### src/rtl/irq_prio_pkg.sv
package irq_prio_pkg;
    typedef enum logic [1:0] {
        ACK_NONE     = 2'd0,
        ACK_VECTOR   = 2'd1,
        ACK_SPURIOUS = 2'd2
    } ack_kind_e;

    typedef enum logic [1:0] {
        RD_PEND  = 2'd0,
        RD_INSVC = 2'd1,
        RD_TRIG  = 2'd2,
        RD_ZERO  = 2'd3
    } rd_sel_e;

    localparam int CLASS_W = 4;
    localparam int WORD_W  = 32;
endpackage

### src/rtl/prio_find.sv
module prio_find #(
    parameter int N = 256,
    localparam int IW = $clog2(N)
) (
    input  logic [N-1:0]  bits_in,
    output logic          any,
    output logic [IW-1:0] idx
);
    always_comb begin
        any = |bits_in;
        idx = '0;
        for (int i = 0; i < N; i++) begin
            if (bits_in[i]) idx = IW'(i);
        end
    end
endmodule

### src/rtl/prio_gate.sv
module prio_gate
    import irq_prio_pkg::*;
#(
    parameter int VW = 8
) (
    input  logic [VW-1:0] tpr,
    input  logic          sw_en,
    input  logic          pend_any,
    input  logic [VW-1:0] pend_hp,
    input  logic          isr_any,
    input  logic [VW-1:0] isr_hp,
    output logic [VW-1:0] ppr,
    output logic          irq,
    output ack_kind_e     ack_now
);
    localparam int CH = VW - 1;
    localparam int CL = VW - CLASS_W;

    always_comb begin
        if (!isr_any || tpr[CH:CL] >= isr_hp[CH:CL])
            ppr = tpr;
        else
            ppr = {isr_hp[CH:CL], {CL{1'b0}}};
    end

    assign irq = sw_en && pend_any &&
                 ((ppr == '0) || (pend_hp[CH:CL] > ppr[CH:CL]));

    always_comb begin
        if (!sw_en || !pend_any)
            ack_now = ACK_NONE;
        else if ((tpr != '0) && (pend_hp <= tpr))
            ack_now = ACK_SPURIOUS;
        else
            ack_now = ACK_VECTOR;
    end
endmodule

### src/rtl/irq_prio_ctl.sv
module irq_prio_ctl
    import irq_prio_pkg::*;
#(
    parameter int VEC_N = 256,
    parameter int CNT_W = 16,
    localparam int VW   = $clog2(VEC_N),
    localparam int NW   = VEC_N / WORD_W,
    localparam int WSEL = $clog2(NW),
    localparam int SW   = VW + 1
) (
    input  logic             clk,
    input  logic             rst_n,
    input  logic             req_valid,
    input  logic [VW-1:0]    req_vector,
    input  logic             req_level,
    input  logic             ack_req,
    output logic             ack_done,
    output logic [1:0]       ack_kind,
    output logic [VW-1:0]    ack_vector,
    input  logic             eoi,
    input  logic             tpr_wr,
    input  logic [VW-1:0]    tpr_wdata,
    output logic [VW-1:0]    tpr_rdata,
    input  logic             nib_wr,
    input  logic [3:0]       nib_wdata,
    output logic [3:0]       nib_rdata,
    input  logic             svr_wr,
    input  logic [31:0]      svr_wdata,
    output logic [SW-1:0]    svr_rdata,
    input  logic [1:0]       rd_sel,
    input  logic [WSEL-1:0]  rd_word,
    output logic [31:0]      rd_data,
    output logic [VW-1:0]    ppr_out,
    output logic             irq,
    output logic [CNT_W-1:0] deliver_cnt
);
    logic [VEC_N-1:0] pend_q, isr_q, tmr_q;
    logic [VW-1:0]    tpr_q;
    logic [SW-1:0]    svr_q;
    logic [CNT_W-1:0] cnt_q;
    logic             ack_done_q;
    ack_kind_e        ack_kind_q;
    logic [VW-1:0]    ack_vec_q;

    logic          pend_any, isr_any;
    logic [VW-1:0] pend_hp, isr_hp;
    ack_kind_e     ack_now;
    logic          ack_go;

    logic [VEC_N-1:0] pend_clr, isr_clr, req_set;

    prio_find #(.N(VEC_N)) u_pend_find (
        .bits_in(pend_q), .any(pend_any), .idx(pend_hp)
    );
    prio_find #(.N(VEC_N)) u_isr_find (
        .bits_in(isr_q), .any(isr_any), .idx(isr_hp)
    );

    prio_gate #(.VW(VW)) u_gate (
        .tpr(tpr_q), .sw_en(svr_q[SW-1]),
        .pend_any(pend_any), .pend_hp(pend_hp),
        .isr_any(isr_any), .isr_hp(isr_hp),
        .ppr(ppr_out), .irq(irq), .ack_now(ack_now)
    );

    assign ack_go   = ack_req && (ack_now == ACK_VECTOR);
    assign pend_clr = ack_go ? (VEC_N'(1) << pend_hp) : '0;
    assign isr_clr  = (eoi && isr_any) ? (VEC_N'(1) << isr_hp) : '0;
    assign req_set  = req_valid ? (VEC_N'(1) << req_vector) : '0;

    always_ff @(posedge clk) begin
        if (!rst_n) begin
            pend_q <= '0;
            isr_q  <= '0;
            tmr_q  <= '0;
            cnt_q  <= '0;
        end else begin
            // request set after acknowledge clear; acknowledge set after eoi clear
            pend_q <= (pend_q & ~pend_clr) | req_set;
            isr_q  <= (isr_q & ~isr_clr) | pend_clr;
            if (req_valid) begin
                tmr_q[req_vector] <= req_level;
                if (!pend_q[req_vector]) cnt_q <= cnt_q + CNT_W'(1);
            end
        end
    end

    always_ff @(posedge clk) begin
        if (!rst_n) begin
            tpr_q <= '0;
            svr_q <= SW'(9'h0FF);
        end else begin
            if (tpr_wr)
                tpr_q <= tpr_wdata;
            else if (nib_wr)
                tpr_q <= {nib_wdata, {(VW-CLASS_W){1'b0}}};
            if (svr_wr) svr_q <= svr_wdata[SW-1:0];
        end
    end

    always_ff @(posedge clk) begin
        if (!rst_n) begin
            ack_done_q <= 1'b0;
            ack_kind_q <= ACK_NONE;
            ack_vec_q  <= '0;
        end else begin
            ack_done_q <= ack_req;
            ack_kind_q <= ack_req ? ack_now : ACK_NONE;
            ack_vec_q  <= (ack_now == ACK_SPURIOUS) ? svr_q[VW-1:0] : pend_hp;
        end
    end

    assign ack_done    = ack_done_q;
    assign ack_kind    = ack_kind_q;
    assign ack_vector  = ack_vec_q;
    assign tpr_rdata   = tpr_q;
    assign nib_rdata   = tpr_q[VW-1:VW-CLASS_W];
    assign svr_rdata   = svr_q;
    assign deliver_cnt = cnt_q;

    logic [31:0] pend_w [NW];
    logic [31:0] isr_w  [NW];
    logic [31:0] tmr_w  [NW];
    for (genvar g = 0; g < NW; g++) begin : g_word
        assign pend_w[g] = pend_q[g*WORD_W +: WORD_W];
        assign isr_w[g]  = isr_q[g*WORD_W +: WORD_W];
        assign tmr_w[g]  = tmr_q[g*WORD_W +: WORD_W];
    end

    always_comb begin
        unique case (rd_sel_e'(rd_sel))
            RD_PEND:  rd_data = pend_w[rd_word];
            RD_INSVC: rd_data = isr_w[rd_word];
            RD_TRIG:  rd_data = tmr_w[rd_word];
            default:  rd_data = '0;
        endcase
    end

    AST_REQ_SETS_PEND: assert property (@(posedge clk) disable iff (!rst_n)
        req_valid |=> pend_q[$past(req_vector)]);
    AST_TRIG_FOLLOWS: assert property (@(posedge clk) disable iff (!rst_n)
        req_valid |=> tmr_q[$past(req_vector)] == $past(req_level));
    AST_CNT_STEP: assert property (@(posedge clk) disable iff (!rst_n)
        !req_valid |=> $stable(cnt_q));
    AST_NO_IRQ_DISABLED: assert property (@(posedge clk) disable iff (!rst_n)
        !svr_q[SW-1] |-> !irq);
    AST_ACK_PULSE: assert property (@(posedge clk) disable iff (!rst_n)
        ack_req |=> ack_done);
    AST_ACK_MOVES: assert property (@(posedge clk) disable iff (!rst_n)
        ack_go |=> isr_q[$past(pend_hp)]);
    AST_BLOCKED_KEEP: assert property (@(posedge clk) disable iff (!rst_n)
        (ack_req && !ack_go && !req_valid && !eoi) |=> ($stable(pend_q) && $stable(isr_q)));
    AST_EOI_CLEARS: assert property (@(posedge clk) disable iff (!rst_n)
        (eoi && isr_any && !ack_go) |=> !isr_q[$past(isr_hp)]);
endmodule

### config.mk
export PLATFORM = sky130hd
export DESIGN_NAME = irq_prio_ctl
export DESIGN_NICKNAME = d
export VERILOG_FILES = /design/src/rtl/irq_prio_pkg.sv /design/src/rtl/prio_find.sv /design/src/rtl/prio_gate.sv /design/src/rtl/irq_prio_ctl.sv
export SDC_FILE = /design/constraint.sdc
export NUM_CORES = 2
export LEC_CHECK = 0
export CAP_MARGIN = 20
export CORE_MARGIN = 4
export CORE_UTILIZATION = 40
export CTS_CLUSTER_DIAMETER = 100
export DETAILED_ROUTE_END_ITERATION = 10
export GPL_TIMING_DRIVEN = 1
export HOLD_SLACK_MARGIN = 0.12
export PLACE_DENSITY_LB_ADDON = 0.25
export SYNTH_ARGS = -nofsm -noshare
export SYNTH_HDL_FRONTEND = slang
export SYNTH_SLANG_ARGS = --single-unit
### constraint.sdc
create_clock -name clk -period 17.25 [get_ports clk]
set_clock_uncertainty 0.1 [all_clocks]
set_input_delay 5.175 -clock clk [delete_from_list [all_inputs] [get_ports clk]]
set_output_delay 5.175 -clock clk [all_outputs]
set_load 0.05 [all_outputs]
* After elaboration in Yosys (flattened, before gate mapping) *
Index checks and enable logic that the tools add are counted.

operators by class
  bitwise logic cells = 8
  $lt $le $gt $ge = 6
  reductions and logical operators = 20
  muxes and demuxes = 534
  $add $sub $neg = 1
  shifts and indexed selects = 3
  equal/unequal tests = 4

operator list
  operator                                             count
  two-way mux 8 bit                                    260
  two-way mux 7 bit                                    128
  two-way mux 256 bit                                  3
  left shift 1 x 8 -> 256 bit, first input constant    3
  AND 256 bit                                          2
  inverter 256 bit                                     2
  bitwise OR 256 bit                                   2
  OR reduction 256 bit                                 2
  two-way mux 6 bit                                    64
  binary-select mux 32 bit (select 3 bit)              3
  bitwise mux 256 bit                                  1
  two-way mux 32 bit                                   6
  two-way mux 5 bit                                    32
  case mux 32 bit (3 select lines)                     1
  two-way mux 4 bit                                    16
  two-way mux 3 bit                                    8
  adder 16 x 1 -> 16 bit, second input constant        1
  two-way mux 2 bit                                    6
  < comparator 8 x 9 -> 1 bit, second input constant   1
  binary-select mux 1 bit (select 8 bit)               1
  demux 1 bit (select 8 bit)                           1
  >= comparator 8 x 1 -> 1 bit, second input constant  1
  less-or-equal comparator 8 bit                       1
  zero test 8 bit                                      1
  15 further kinds                                     30

word-level totals
  logic and storage cells = 585
  bits of input ports = 66
  bits in registers = 812

* Longest topological paths before layout *
  depth after elaboration = 265
  depth in mapped cells = 25

* Modules after synthesis *
A second synthesis with hierarchy kept.

unflattened totals
  cell total of the unflattened synthesis = 5,504
  area total of the unflattened synthesis = 45,387.3 µm²

modules (own cells, without submodules)
  module        sequential area each (µm²)  area an instance (µm²)  cells an instance  instances
  irq_prio_ctl  16,255.6                    38,115.3                4,235              1
  prio_find     0.0                         3,345.7                 598                2
  prio_gate     0.0                         580.6                   73                 1

* Least setup slack after synthesis *
No wires, ideal clock.

  path kind = input-to-output
  from = input port rd_word[0]
  to = output port rd_data[15]
  data arrival time = 7,701 ps
  stages on the path = 7
  setup slack = 4,274 ps
  required time = 11,975 ps
  path buffers = 4
  path through = clkbuf_1 clkbuf_1 buf_1 clkbuf_1 mux4_2 mux2i_1 o22ai_1

on the way
  longest elaborated chain between the ends = 5
  elaborated cells on any way between the ends = 11
  those cells by class = mux (10); bitwise (1)

ends and longest elaborated chain
  element                                                            line                                                           text
  from (decl)                                                        irq_prio_ctl.sv:31                                             input logic [WSEL-1:0] rd_word,
  inverter 3 -> 4 bit (not written as such) (*)                      irq_prio_ctl.sv:132, irq_prio_ctl.sv:133, irq_prio_ctl.sv:134
  binary-select mux 32 bit (select 3 bit), on equally long branches  irq_prio_ctl.sv:134, irq_prio_ctl.sv:132, irq_prio_ctl.sv:133
  two-way mux 32 bit, on equally long branches (2 in a row)          irq_prio_ctl.sv:134, irq_prio_ctl.sv:132, irq_prio_ctl.sv:133
  case mux 32 bit (3 select lines) (*)                               irq_prio_ctl.sv:131                                            unique case (rd_sel_e'(rd_sel))
  to (decl)                                                          irq_prio_ctl.sv:32                                             output logic [31:0] rd_data,

Every way passes the cells marked *; elsewhere a longest branch is shown, timed or not. The select of a mux whose other input is x is not followed.

* Worst setup path in the final report *
  from = input port rd_word[0]
  to = output port rd_data[17]

Same word-level chain as after synthesis.

==> flow_summary.toml <==
[die]
boundaryPins = 155
core_sq_mm = 0.1160
die_h_um = 349.8
die_area_sq_mm = 0.1224
rows = 125
start_util = 0.4027
die_w_um = 349.8

[drt]
remaining_drc_errors = 0
first_pass_iters = 7
drt_iter0_drc = 7912
post_drt_wl_per_cell_um = 39.84
vias_per_cell = 7.133
finalWirelength_um = 292100
detail-route-antenna-nets = 0
num_vias = 52297

[sta]
setup_violations = 0
worst_pin_slew_ns = 1.380
fmax_ghz = 0.06992
setup_ws_ns = 2.947
fin_crit_sh = 0.8291
fin_crit_ns = 14.30
slew_viol_final = 0
grt_setup_unrepaired = "false"
finalHoldViolCount = 0
fin_setup_tns_ns = 0
hold_ws_ns = 0.3513
relSlewSlack = 0.08015

[critical_path]
critPathMaxFanout = 74
rrSetupSlack_ns = 8.99
cp_top_family = "buffers and inverters"
critPathBufInv = 4
cp.required_ns = 11.97
crit_path_max_incr_delay_ns = 0.82
criticalPathCategory = "in2out"
slowest_stage = "clkdlybuf4s50_1"
path_cells = "buf_8 -> buf_4 -> mux4_2 -> mux4_2 -> inv_1 -> o22ai_1 -> clkdlybuf4s50_1"
critPathArrivalTime_ns = 9.03
endpoint_kind = "primary output"
crit_path_frequent_cell = "mux4_2"
cp-start-kind = "primary input"

[grt]
grt_max_degree = 134
grt_pass1_vias = 48303
grt_overflow_total = 0
grt_pass1_wl_um = 397200
antenna_found_initial = 32
track_usage = 0.4640

[clock_network]
htreeDepth = 3
cts_made_buffers = 97
cts_tree = "done"
cts_root_buf = "clkbuf_16"
clk_path_buf_depth = 3
hold_buffers = 0
cts_sinks = 812
clk_latency_ns = 0.76
post-cts-setup-buffer-count = 0
cts_resized = 0
path_clk_slew_ns = 0.05

[place]
placed_cell_area_sq_mm = 0.05058
dp_cells = 7131
post-place-ws_ns = 2.958
dp_hpwl_um = 219600
finalWeightedCongestion = 1.063
io_buffers = 131

[power]
power.leakage_nw = 18.56
p_per_area_mw_per_mm2 = 87.06
finalPower_mw = 4.709
irDropWorstVdd_mv = 0.09727

[synthesis]
synth_cell_types = 92
yosysTopAreaCell = "dfxtp_1"
yosys_register_bits = 812
synth-edff-count = 0
syn_area_sq_mm = 0.04674
yosys-top-cells-area = "dfxtp_1 (35%), mux4_2 (14%), a21oi_1 (6.1%), nand2_1 (5.8%), o21ai_0 (4.8%)"
ys_warn_count = 0
synth_seq_area_share = 0.3478
avgSynthCellArea_sq_um = 8.340
synth_nets = 5687
syn_inst = 5604
synth.top_cell.area_share = 0.3478
ys_async_sr_fraction = 0
ys.flop_type = "dfxtp_1"

[finish]
nets = 5796
final_area_sq_mm = 0.05409
area_growth_pct = 15.73
utilization = 0.4661
drive_gt1_frac = 0.1425
final_cells = 7332

[job]
maxCapViolations = 0

[outcome]
status = "finished, final reports clean"

[hold_path]
holdCritPathClass = "reg2reg"
## cell usage after synthesis (all sizes together), types with 125 or more instances
| library cell | count |
|---|---|
| o211ai | 220 |
| clkbuf | 278 |
| dfxtp | 812 |
| nand2 | 722 |
| a21oi | 567 |
| nor3 | 152 |
| nor4 | 181 |
| mux4 | 289 |
| buf | 125 |
| inv | 159 |
| nand3 | 245 |
| nor2 | 454 |
| o21ai | 484 |
## worst reg2reg max path: cells and delay by family (launching register included)
kind | cells | cell delay [ns]
DFF | 1 | 0.29
buffers and inverters | 3 | 0.59
AOI/OAI and AO/OA | 9 | 2.66
and+or+nand+nor | 7 | 4.16
adders and majority gates | 1 | 0.31
## placed cells by master (no fill, tap or decap), types with 18 or more instances in the layout
| cell type | n |
|---|---|
| nand3_1 | 244 |
| nand2_1 | 720 |
| o21ai_0 | 441 |
| nand2b_1 | 54 |
| and2_1 | 35 |
| o211ai_1 | 220 |
| o22ai_1 | 35 |
| nor2b_1 | 34 |
| mux4_2 | 289 |
| a311oi_1 | 38 |
| a211oi_1 | 18 |
| clkdlybuf4s50_1 | 123 |
| or4_1 | 42 |
| o31ai_1 | 94 |
| nand4_1 | 47 |
| mux2i_1 | 101 |
| a31oi_1 | 72 |
| o21a_1 | 22 |
| a21oi_1 | 565 |
| inv_1 | 158 |
| dfxtp_1 | 812 |
| clkinv_2 | 18 |
| clkbuf_8 | 21 |
| a22oi_1 | 22 |
| a221oi_1 | 20 |
| clkbuf_16 | 99 |
| nor3_1 | 143 |
| nor2_1 | 443 |
| nor4_1 | 173 |
| o21ai_1 | 40 |
| buf_4 | 267 |
## power breakdown
part	leakage (nW)	switching [mW]	internal, mW	total (mW)
logic	10.4	0.492	0.137	0.629
registers	6.54	0.00757	1.88	1.89
clock network	1.64	0.922	1.27	2.19
## cell type report
class,instances,area (sq um)
timing repair buffer,413,3527
inverter,159,604.3
clock inverter,41,533.0
multi-input combinational,4230,28400
tap,1524,1907
clock buffer,136,2816
sequential,812,16260
fill,11488,61960
antenna,17,42.54
## per-layer routing
metal | GRT usage | vias to the layer above | wire length [um]
met3 | 0.1454 | 1209 | 34280
li1 | - | 21418 | -
met5 | 0 | - | 57
met2 | 0.6762 | 4074 | 121100
met4 | 0.4248 | 8 | 33280
met1 | 0.5441 | 25588 | 103400
## sequential cells by signal (all words and copies together) (netlist names)
register,cells
isr_q,256
pend_q,256
tmr_q,256
deliver_cnt,16
svr_rdata,9
ack_vector,8
tpr_rdata,8
ack_kind,2
ack_done,1
## cell families (layout without fill, tap and decap cells)
family | after synthesis | count (layout) | share of synthesized area
AND/OR/NAND/NOR | 2056 | 2056 | 0.2059
AO/OA/AOI/OAI | 1759 | 1759 | 0.2304
flip-flops | 812 | 812 | 0.3478
buffers and inverters | 562 | 749 | 0.04859
multiplexers | 392 | 392 | 0.1616
adder cells (fa/ha/maj) | 17 | 17 | 0.004551
XOR/XNOR | 6 | 6 | 0.001124
other | 0 | 17 | 0
## path summary, 6_finish.rpt
kind                     startpoint                endpoint  depth (start not counted)
min reg2reg  tmr_q[67]$_SDFFE_PN0P_  tmr_q[67]$_SDFFE_PN0P_                          2
max reg2reg  pend_q[104]$_SDFF_PN0_   pend_q[47]$_SDFF_PN0_                         20
min          tmr_q[67]$_SDFFE_PN0P_  tmr_q[67]$_SDFFE_PN0P_                          2
max                      rd_word[0]             rd_data[17]                          7
No activity file was read; power rests on OpenSTA's default activity.
